### config.mk
export PLATFORM = sky130hd
export DESIGN_NAME = irq_dist_regbank
export DESIGN_NICKNAME = d
export VERILOG_FILES = /design/src/rtl/dist_pkg.sv /design/src/rtl/dist_trig.sv /design/src/rtl/dist_bit_word.sv /design/src/rtl/dist_byte_word.sv /design/src/rtl/irq_dist_regbank.sv
export SDC_FILE = /design/constraint.sdc
export NUM_CORES = 2
export LEC_CHECK = 0
export BUFFER_PORTS_ARGS = -buffer_cell sky130_fd_sc_hd__buf_2
export CAP_MARGIN = 25
export CORE_AREA = 4 4 584 586
export CTS_BUF_LIST = sky130_fd_sc_hd__clkbuf_4 sky130_fd_sc_hd__clkbuf_8
export CTS_CLUSTER_DIAMETER = 120
export DETAILED_ROUTE_END_ITERATION = 10
export DIE_AREA = 0 0 588 590
export SLEW_MARGIN = 20
export SYNTH_ARGS = -nofsm -noshare
export SYNTH_HDL_FRONTEND = slang
export SYNTH_SLANG_ARGS = --single-unit
export TNS_END_PERCENT = 10
### constraint.sdc
create_clock -name clk_i -period 1.8 [get_ports clk_i]
set_input_delay 0 -clock clk_i [delete_from_list [all_inputs] [get_ports clk_i]]
set_output_delay 0 -clock clk_i [all_outputs]
set_load 0.05 [all_outputs]
### src/rtl/dist_pkg.sv
package dist_pkg;
  localparam int WORD_LINES = 32;

  // bit-window codes: byte address bits [11:7]
  localparam logic [4:0] WIN_GROUP    = 5'h01;
  localparam logic [4:0] WIN_SET_EN   = 5'h02;
  localparam logic [4:0] WIN_CLR_EN   = 5'h03;
  localparam logic [4:0] WIN_SET_PEND = 5'h04;
  localparam logic [4:0] WIN_CLR_PEND = 5'h05;
  localparam logic [4:0] WIN_GMOD     = 5'h1A;

  // byte-field regions: byte address bits [11:10]
  localparam logic [1:0] BLK_PRIO   = 2'b01;
  localparam logic [1:0] BLK_TARGET = 2'b10;

  localparam logic [11:0] OFS_CTRL  = 12'h000;
  localparam logic [11:0] OFS_TYPE  = 12'h004;
  localparam logic [11:0] OFS_IDENT = 12'hFE8;

  typedef struct packed {
    logic grp_wr;
    logic en_set;
    logic en_clr;
    logic pend_set;
    logic pend_clr;
    logic gmod_wr;
  } bit_wr_t;

  function automatic logic [31:0] be_to_mask(input logic [3:0] be);
    return {{8{be[3]}}, {8{be[2]}}, {8{be[1]}}, {8{be[0]}}};
  endfunction
endpackage

### src/rtl/dist_trig.sv
module dist_trig #(
  parameter int NUM_LINES = 64
) (
  input  logic                 clk_i,
  input  logic                 rst_ni,
  input  logic [NUM_LINES-1:0] irq_i,
  input  logic [NUM_LINES-1:0] edge_i,
  output logic [NUM_LINES-1:0] hw_set_o
);
  logic [NUM_LINES-1:0] prev_q;

  always_ff @(posedge clk_i or negedge rst_ni) begin
    if (!rst_ni) prev_q <= '0;
    else         prev_q <= irq_i;
  end

  // level lines set while high, edge lines only on 0->1
  assign hw_set_o = irq_i & (~edge_i | ~prev_q);
endmodule

### src/rtl/dist_bit_word.sv
module dist_bit_word
  import dist_pkg::*;
#(
  parameter bit SGI_WORD = 1'b0
) (
  input  logic        clk_i,
  input  logic        rst_ni,
  input  bit_wr_t     wr_i,
  input  logic [31:0] wdata_i,
  input  logic [31:0] bmask_i,
  input  logic [31:0] hw_set_i,
  output logic [31:0] en_o,
  output logic [31:0] pend_o,
  output logic [31:0] grp_o,
  output logic [31:0] gmod_o
);
  localparam logic [31:0] PEND_OK = SGI_WORD ? 32'hFFFF_0000 : 32'hFFFF_FFFF;

  logic [31:0] ones, en_set, en_clr, pd_set, pd_clr;

  assign ones   = wdata_i & bmask_i;
  assign en_set = wr_i.en_set   ? ones : '0;
  assign en_clr = wr_i.en_clr   ? ones : '0;
  assign pd_clr = wr_i.pend_clr ? ones : '0;
  assign pd_set = ((wr_i.pend_set ? ones : '0) | hw_set_i) & PEND_OK;

  always_ff @(posedge clk_i or negedge rst_ni) begin
    if (!rst_ni) begin
      en_o   <= '0;
      pend_o <= '0;
      grp_o  <= '0;
      gmod_o <= '0;
    end else begin
      en_o   <= (en_o & ~en_clr) | en_set;
      pend_o <= (pend_o & ~pd_clr) | pd_set;  // set wins
      if (wr_i.grp_wr)  grp_o  <= (grp_o  & ~bmask_i) | ones;
      if (wr_i.gmod_wr) gmod_o <= (gmod_o & ~bmask_i) | ones;
    end
  end
endmodule

### src/rtl/dist_byte_word.sv
module dist_byte_word (
  input  logic        clk_i,
  input  logic        rst_ni,
  input  logic        we_i,
  input  logic [3:0]  be_i,
  input  logic [31:0] wdata_i,
  output logic [31:0] q_o
);
  always_ff @(posedge clk_i or negedge rst_ni) begin
    if (!rst_ni) begin
      q_o <= '0;
    end else if (we_i) begin
      for (int l = 0; l < 4; l++) begin
        if (be_i[l]) q_o[8*l +: 8] <= wdata_i[8*l +: 8];
      end
    end
  end
endmodule

### src/rtl/irq_dist_regbank.sv
module irq_dist_regbank
  import dist_pkg::*;
#(
  parameter int         NUM_WORDS = 2,
  parameter logic [3:0] ARCH_REV  = 4'h2
) (
  input  logic                          clk_i,
  input  logic                          rst_ni,
  input  logic                          req_i,
  input  logic                          we_i,
  input  logic [11:2]                   addr_i,
  input  logic [31:0]                   wdata_i,
  input  logic [3:0]                    be_i,
  output logic [31:0]                   rdata_o,
  input  logic [NUM_WORDS*32-1:0]       irq_i,
  input  logic [NUM_WORDS*32-1:0]       trig_edge_i,
  output logic [NUM_WORDS*32-1:0]       enable_o,
  output logic [NUM_WORDS*32-1:0]       pending_o,
  output logic [NUM_WORDS*32-1:0]       group_o,
  output logic [NUM_WORDS*32-1:0]       gmod_o,
  output logic [NUM_WORDS*256-1:0]      prio_o,
  output logic [NUM_WORDS*256-1:0]      target_o,
  output logic                          grp0_en_o,
  output logic                          grp1_en_o
);
  localparam int NUM_LINES = NUM_WORDS * WORD_LINES;
  localparam int NUM_BYTE_WORDS = NUM_LINES / 4;

  logic [11:0] addr_w;
  logic [4:0]  win, widx;
  logic [7:0]  bidx;
  logic [1:0]  blk;
  logic        wr_en;
  logic [31:0] bmask;
  logic [31:0] rd_data;
  logic [1:0]  ctrl_q;
  logic [NUM_LINES-1:0] hw_set;

  logic [31:0] en_w   [NUM_WORDS];
  logic [31:0] pend_w [NUM_WORDS];
  logic [31:0] grp_w  [NUM_WORDS];
  logic [31:0] gmod_w [NUM_WORDS];
  logic [31:0] prio_w [NUM_BYTE_WORDS];
  logic [31:0] tgt_w  [NUM_BYTE_WORDS];

  assign addr_w = {addr_i, 2'b00};
  assign win    = addr_w[11:7];
  assign widx   = addr_w[6:2];
  assign bidx   = addr_w[9:2];
  assign blk    = addr_w[11:10];
  assign wr_en  = req_i & we_i;
  assign bmask  = be_to_mask(be_i);

  dist_trig #(.NUM_LINES(NUM_LINES)) trig_i (
    .clk_i    (clk_i),
    .rst_ni   (rst_ni),
    .irq_i    (irq_i),
    .edge_i   (trig_edge_i),
    .hw_set_o (hw_set)
  );

  for (genvar w = 0; w < NUM_WORDS; w++) begin : g_bits
    logic    hit;
    bit_wr_t wr_s;
    assign hit  = wr_en && (widx == 5'(w));
    assign wr_s = '{grp_wr:   hit && (win == WIN_GROUP),
                    en_set:   hit && (win == WIN_SET_EN),
                    en_clr:   hit && (win == WIN_CLR_EN),
                    pend_set: hit && (win == WIN_SET_PEND),
                    pend_clr: hit && (win == WIN_CLR_PEND),
                    gmod_wr:  hit && (win == WIN_GMOD)};

    dist_bit_word #(.SGI_WORD(w == 0)) word_i (
      .clk_i    (clk_i),
      .rst_ni   (rst_ni),
      .wr_i     (wr_s),
      .wdata_i  (wdata_i),
      .bmask_i  (bmask),
      .hw_set_i (hw_set[32*w +: 32]),
      .en_o     (en_w[w]),
      .pend_o   (pend_w[w]),
      .grp_o    (grp_w[w]),
      .gmod_o   (gmod_w[w])
    );

    assign enable_o [32*w +: 32] = en_w[w];
    assign pending_o[32*w +: 32] = pend_w[w];
    assign group_o  [32*w +: 32] = grp_w[w];
    assign gmod_o   [32*w +: 32] = gmod_w[w];
  end

  for (genvar b = 0; b < NUM_BYTE_WORDS; b++) begin : g_bytes
    logic sel;
    assign sel = wr_en && (bidx == 8'(b));

    dist_byte_word prio_i (
      .clk_i   (clk_i),
      .rst_ni  (rst_ni),
      .we_i    (sel && (blk == BLK_PRIO)),
      .be_i    (be_i),
      .wdata_i (wdata_i),
      .q_o     (prio_w[b])
    );

    dist_byte_word tgt_i (
      .clk_i   (clk_i),
      .rst_ni  (rst_ni),
      .we_i    (sel && (blk == BLK_TARGET)),
      .be_i    (be_i),
      .wdata_i (wdata_i),
      .q_o     (tgt_w[b])
    );

    assign prio_o  [32*b +: 32] = prio_w[b];
    assign target_o[32*b +: 32] = tgt_w[b];
  end

  always_ff @(posedge clk_i or negedge rst_ni) begin
    if (!rst_ni)                                   ctrl_q <= '0;
    else if (wr_en && addr_w == OFS_CTRL && be_i[0]) ctrl_q <= wdata_i[1:0];
  end

  assign grp0_en_o = ctrl_q[0];
  assign grp1_en_o = ctrl_q[1];

  always_comb begin
    rd_data = '0;
    if (addr_w == OFS_CTRL) begin
      rd_data = {30'b0, ctrl_q};
    end else if (addr_w == OFS_TYPE) begin
      rd_data = {27'b0, 5'(NUM_WORDS - 1)};
    end else if (addr_w == OFS_IDENT) begin
      rd_data = {24'b0, ARCH_REV, 4'b0};
    end else if (blk == BLK_PRIO) begin
      for (int b = 0; b < NUM_BYTE_WORDS; b++)
        if (bidx == 8'(b)) rd_data = prio_w[b];
    end else if (blk == BLK_TARGET) begin
      for (int b = 0; b < NUM_BYTE_WORDS; b++)
        if (bidx == 8'(b)) rd_data = tgt_w[b];
    end else begin
      for (int w = 0; w < NUM_WORDS; w++) begin
        if (widx == 5'(w)) begin
          case (win)
            WIN_GROUP:                 rd_data = grp_w[w];
            WIN_SET_EN, WIN_CLR_EN:     rd_data = en_w[w];
            WIN_SET_PEND, WIN_CLR_PEND: rd_data = pend_w[w];
            WIN_GMOD:                  rd_data = gmod_w[w];
            default:                   rd_data = '0;
          endcase
        end
      end
    end
  end

  always_ff @(posedge clk_i or negedge rst_ni) begin
    if (!rst_ni)              rdata_o <= '0;
    else if (req_i && !we_i)  rdata_o <= rd_data;
  end
endmodule

==> flow_summary.yaml <==
logic_synthesis:
  syn-instance-count: 5011
  synth_seq_area_share_pct: 55.0
  syn_avg_cell_area_sq_um: 12.4
  syn_area_sq_um: 62000
  synth_cell_types: 84
  synth_nets: 5189
  synth_top_area_share_pct: 55.0
  ys_warn_count: 0
  synth_top_cell_by_area: "dfrtp_1"
  netlist_top_cells_count: "1,362 x dfrtp_1, 1,165 x mux2_2, 371 x nand2_1, 280 x o21ai_0, 266 x clkbuf_1"
  ys_ff_latch: 1362
  synth-async-reset-ratio_pct: 100
  synth_most_common_cell: "dfrtp_1"
  synth.area.top_cells: "dfrtp_1 55%, mux2_2 21%, o21ai_0 2.3%"
  synth_flop_cell: "dfrtp_1"
  synth_edf_count: 0
cts:
  htreeDepth: 5
  clock_sinks: 1362
  path_clk_slew_ns: 0.06
  clk_path_buf_depth: 4
  clk_latency_ns: 1.09
  cts_tree: "yes"
  numCtsBuffers: 266
  cts-root-buf: "clkbuf_8"
setup_path:
  crit_buf_inv: 0
  required_ns: 2.65
  crit_start: "g_bytes[1].prio_i.q_o[22]"
  r2r_slack_ns: -0.45
  crit_end: "rdata_o[22]"
  worstPathCellList: "mux4_2 -> a21oi_2 -> nand4_1 -> o21ai_0 -> a32oi_1"
  timing.rr.start: "g_bytes[1].prio_i.q_o[22]"
  slowest_stage: "mux4_2"
  crit_fanout: 2
  r2r_cells: 5
  path_delay_family: "compound AO/OA/AOI/OAI gates"
  critPathMaxStageDelay_ns: 0.52
  endpoint_kind: "register"
  cp.arrival_ns: 3.10
  crit_cells: 5
  rr_endpoint: "rdata_o[22]"
  crit_type: "register to register"
  start_kind: "register"
finish:
  drive_gt1_share_pct: 61.2
  nets: 8264
  nFillCells: 34500
  post-route-cell-area_sq_um: 101000
  final_core_util_pct: 30.2
  multi_input_area_sq_um: 28000
  regArea_sq_um: 34200
  syn2layout_area_growth_pct: 63.5
sta:
  hold_viol_final: 0
  fin_tns_setup_ns: -21.31
  finalCritPeriodShare_pct: 125
  worst_pin_slew_ns: 0.901
  fmax_mhz: 444
  grt_setup_unrepaired: "yes"
  worst_hold_slack_ns: 0.0280
  slew_headroom_pct: 39.5
  maxSlewViolCount: 0
  fin_crit_ns: 2.25
  fin_skew_ns: 0.131
  setup_viol: 402
  worst_slack_ns: -0.451
detailed_routing:
  totalWireLength_um: 534000
  initialDrtViolationCount: 8086
  drc: 0
  wire_per_inst_um: 42.0
  first_pass_iters: 8
  ant_nets: 0
  via_count: 64500
  viasPerCell: 5.08
outcome:
  status: "finished, violations left"
  violations: "negative setup slack"
global_routing:
  grt_first_pass_wirelength_um: 675000
  track_usage_pct: 29.5
  antenna_found_initial: 54
  grt_overflow_total: 0
  grt_start_max_net_pins: 106
  grt_pass1_vias: 62800
place:
  postPlaceCellArea_sq_um: 87700
  dpl.hpwl_um: 443000
  place_ws_ns: -1.82
  place_congestion: 1.03
  port_buffers: 1459
die:
  rows: 213
  initial_utilization_pct: 18.5
  design.die.area_sq_um: 347000
  ios: 1492
  die_w_um: 588
  design.core.area_sq_um: 336000
  die_y_um: 590
power_and_ir_drop:
  leakage_nw: 50.5
  p_per_area_nw_per_um2: 711
  ir_drop_uv: 495
min_path:
  hold_depth: 5
  hp-start: "trig_edge_i[33]"
  hp-class: "input port to register"
flow_run:
  max_cap_viol_count: 0
## worst min path at each step
stage | to
global placement | g_bytes[14].prio_i.q_o[24]
detailed placement | g_bytes[14].prio_i.q_o[24]
finish | g_bits[1].word_i.pend_o[1]
floorplan | async pin
global route | g_bits[1].word_i.pend_o[0]
CTS | register
## kinds of logic after synthesis
kind of cell	count (synthesis)	share of synthesized area, %
flops	1362	55.0
fa+ha+maj	1	0.0161
mux	1254	23.0
buf+inv	409	2.82
simple gates	826	6.44
compound gates	1159	12.7
## worst register-to-register path: stages (launching register included)
cell and delay (ns):
dfrtp_1 0.40, mux4_2 0.52, a21oi_2 0.38, nand4_1 0.40, o21ai_0 0.27, a32oi_1 0.07
## layout by cell type (no fill, tap or decap), types with 17 or more instances in the layout
| cell | synthesis | routed |
|---|---|---|
| dlygate4sd3_1 | 0 | 243 |
| mux4_2 | 21 | 21 |
| nor2_4 | 4 | 22 |
| a222oi_1 | 52 | 52 |
| mux2_2 | 1165 | 1113 |
| nor2_1 | 140 | 122 |
| a21oi_1 | 198 | 175 |
| a31oi_1 | 28 | 21 |
| buf_6 | 6 | 264 |
| buf_12 | 0 | 372 |
| buf_4 | 23 | 1170 |
| clkbuf_4 | 0 | 71 |
| buf_2 | 68 | 1110 |
| nor3_1 | 41 | 28 |
| nand2_2 | 48 | 63 |
| mux2_4 | 0 | 54 |
| dfrtp_1 | 1362 | 1232 |
| a221oi_1 | 56 | 43 |
| a22oi_1 | 154 | 145 |
| mux2i_1 | 59 | 51 |
| nand3_1 | 73 | 64 |
| o22ai_1 | 58 | 53 |
| buf_8 | 0 | 41 |
| a21oi_2 | 0 | 20 |
| a211oi_1 | 40 | 27 |
| o311ai_0 | 49 | 49 |
| clkinv_2 | 0 | 33 |
| and3_1 | 18 | 17 |
| o21a_1 | 25 | 25 |
| dfrtp_2 | 0 | 130 |
| clkbuf_8 | 0 | 331 |
| nand2_1 | 371 | 347 |
| nor3_4 | 11 | 22 |
| a22o_1 | 28 | 27 |
| o211ai_1 | 36 | 36 |
| nor2_2 | 17 | 17 |
| o21ai_0 | 280 | 251 |
## report_power, final
part | leakage (nW) | internal [mW] | switching, mW
Clock | 2.98 | 18.7 | 15.4
Sequential | 18.4 | 30.9 | 0.229
Combinational | 29.1 | 2.09 | 4.84
Total | 50.5 | 51.7 | 20.4
## layout make-up
type                       count  share of cell area [%]
inverter                       7                  0.0259
multi-input combinational   3240                    27.6
clock buffer                 396                    4.97
tap                         4407                    5.44
clock inverter                63                   0.574
sequential                  1362                    33.8
timing repair buffer        3209                    27.6
antenna                       15                  0.0370
## sequential cells by signal, summed over array words and instances (netlist names), named ones only
signal,count
ctrl_q,2
g_bits.word_i.en_o,64
g_bits.word_i.pend_o,64
g_bytes.prio_i.q_o,512
g_bytes.tgt_i.q_o,512
rdata_o,32
trig_i.prev_q,48
## what timing repair did
item                        CTS  global route
gates cloned                  1             0
setup endpoints to repair  1239           814
hold endpoints to repair   2722             1
hold buffers                243             1
setup buffers                70            12
pin swaps                    89            60
resized for setup           769           860
## per-layer routing
metal	vias to the layer above	GRT usage [%]	routed length [um]
li1	25100	-	-
met1	33100	33.4	191000
met2	5083	42.4	217000
met3	1224	17.1	83800
met4	4	18.0	41900
met5	-	0.424	199
## per-stage QoR
| stage | power, mW | instances |
|---|---|---|
| 2_1_floorplan | 33.6 | 5011 |
| 3_3_place_gp | 37.8 | 11900 |
| 3_5_place_dp | 37.8 | 11900 |
| 4_1_cts | 72.2 | 12700 |
| 5_1_grt | 73.8 | 12700 |
| 6_report | 72.1 | 12700 |
Note: power is estimated with default switching activity, not from simulation.
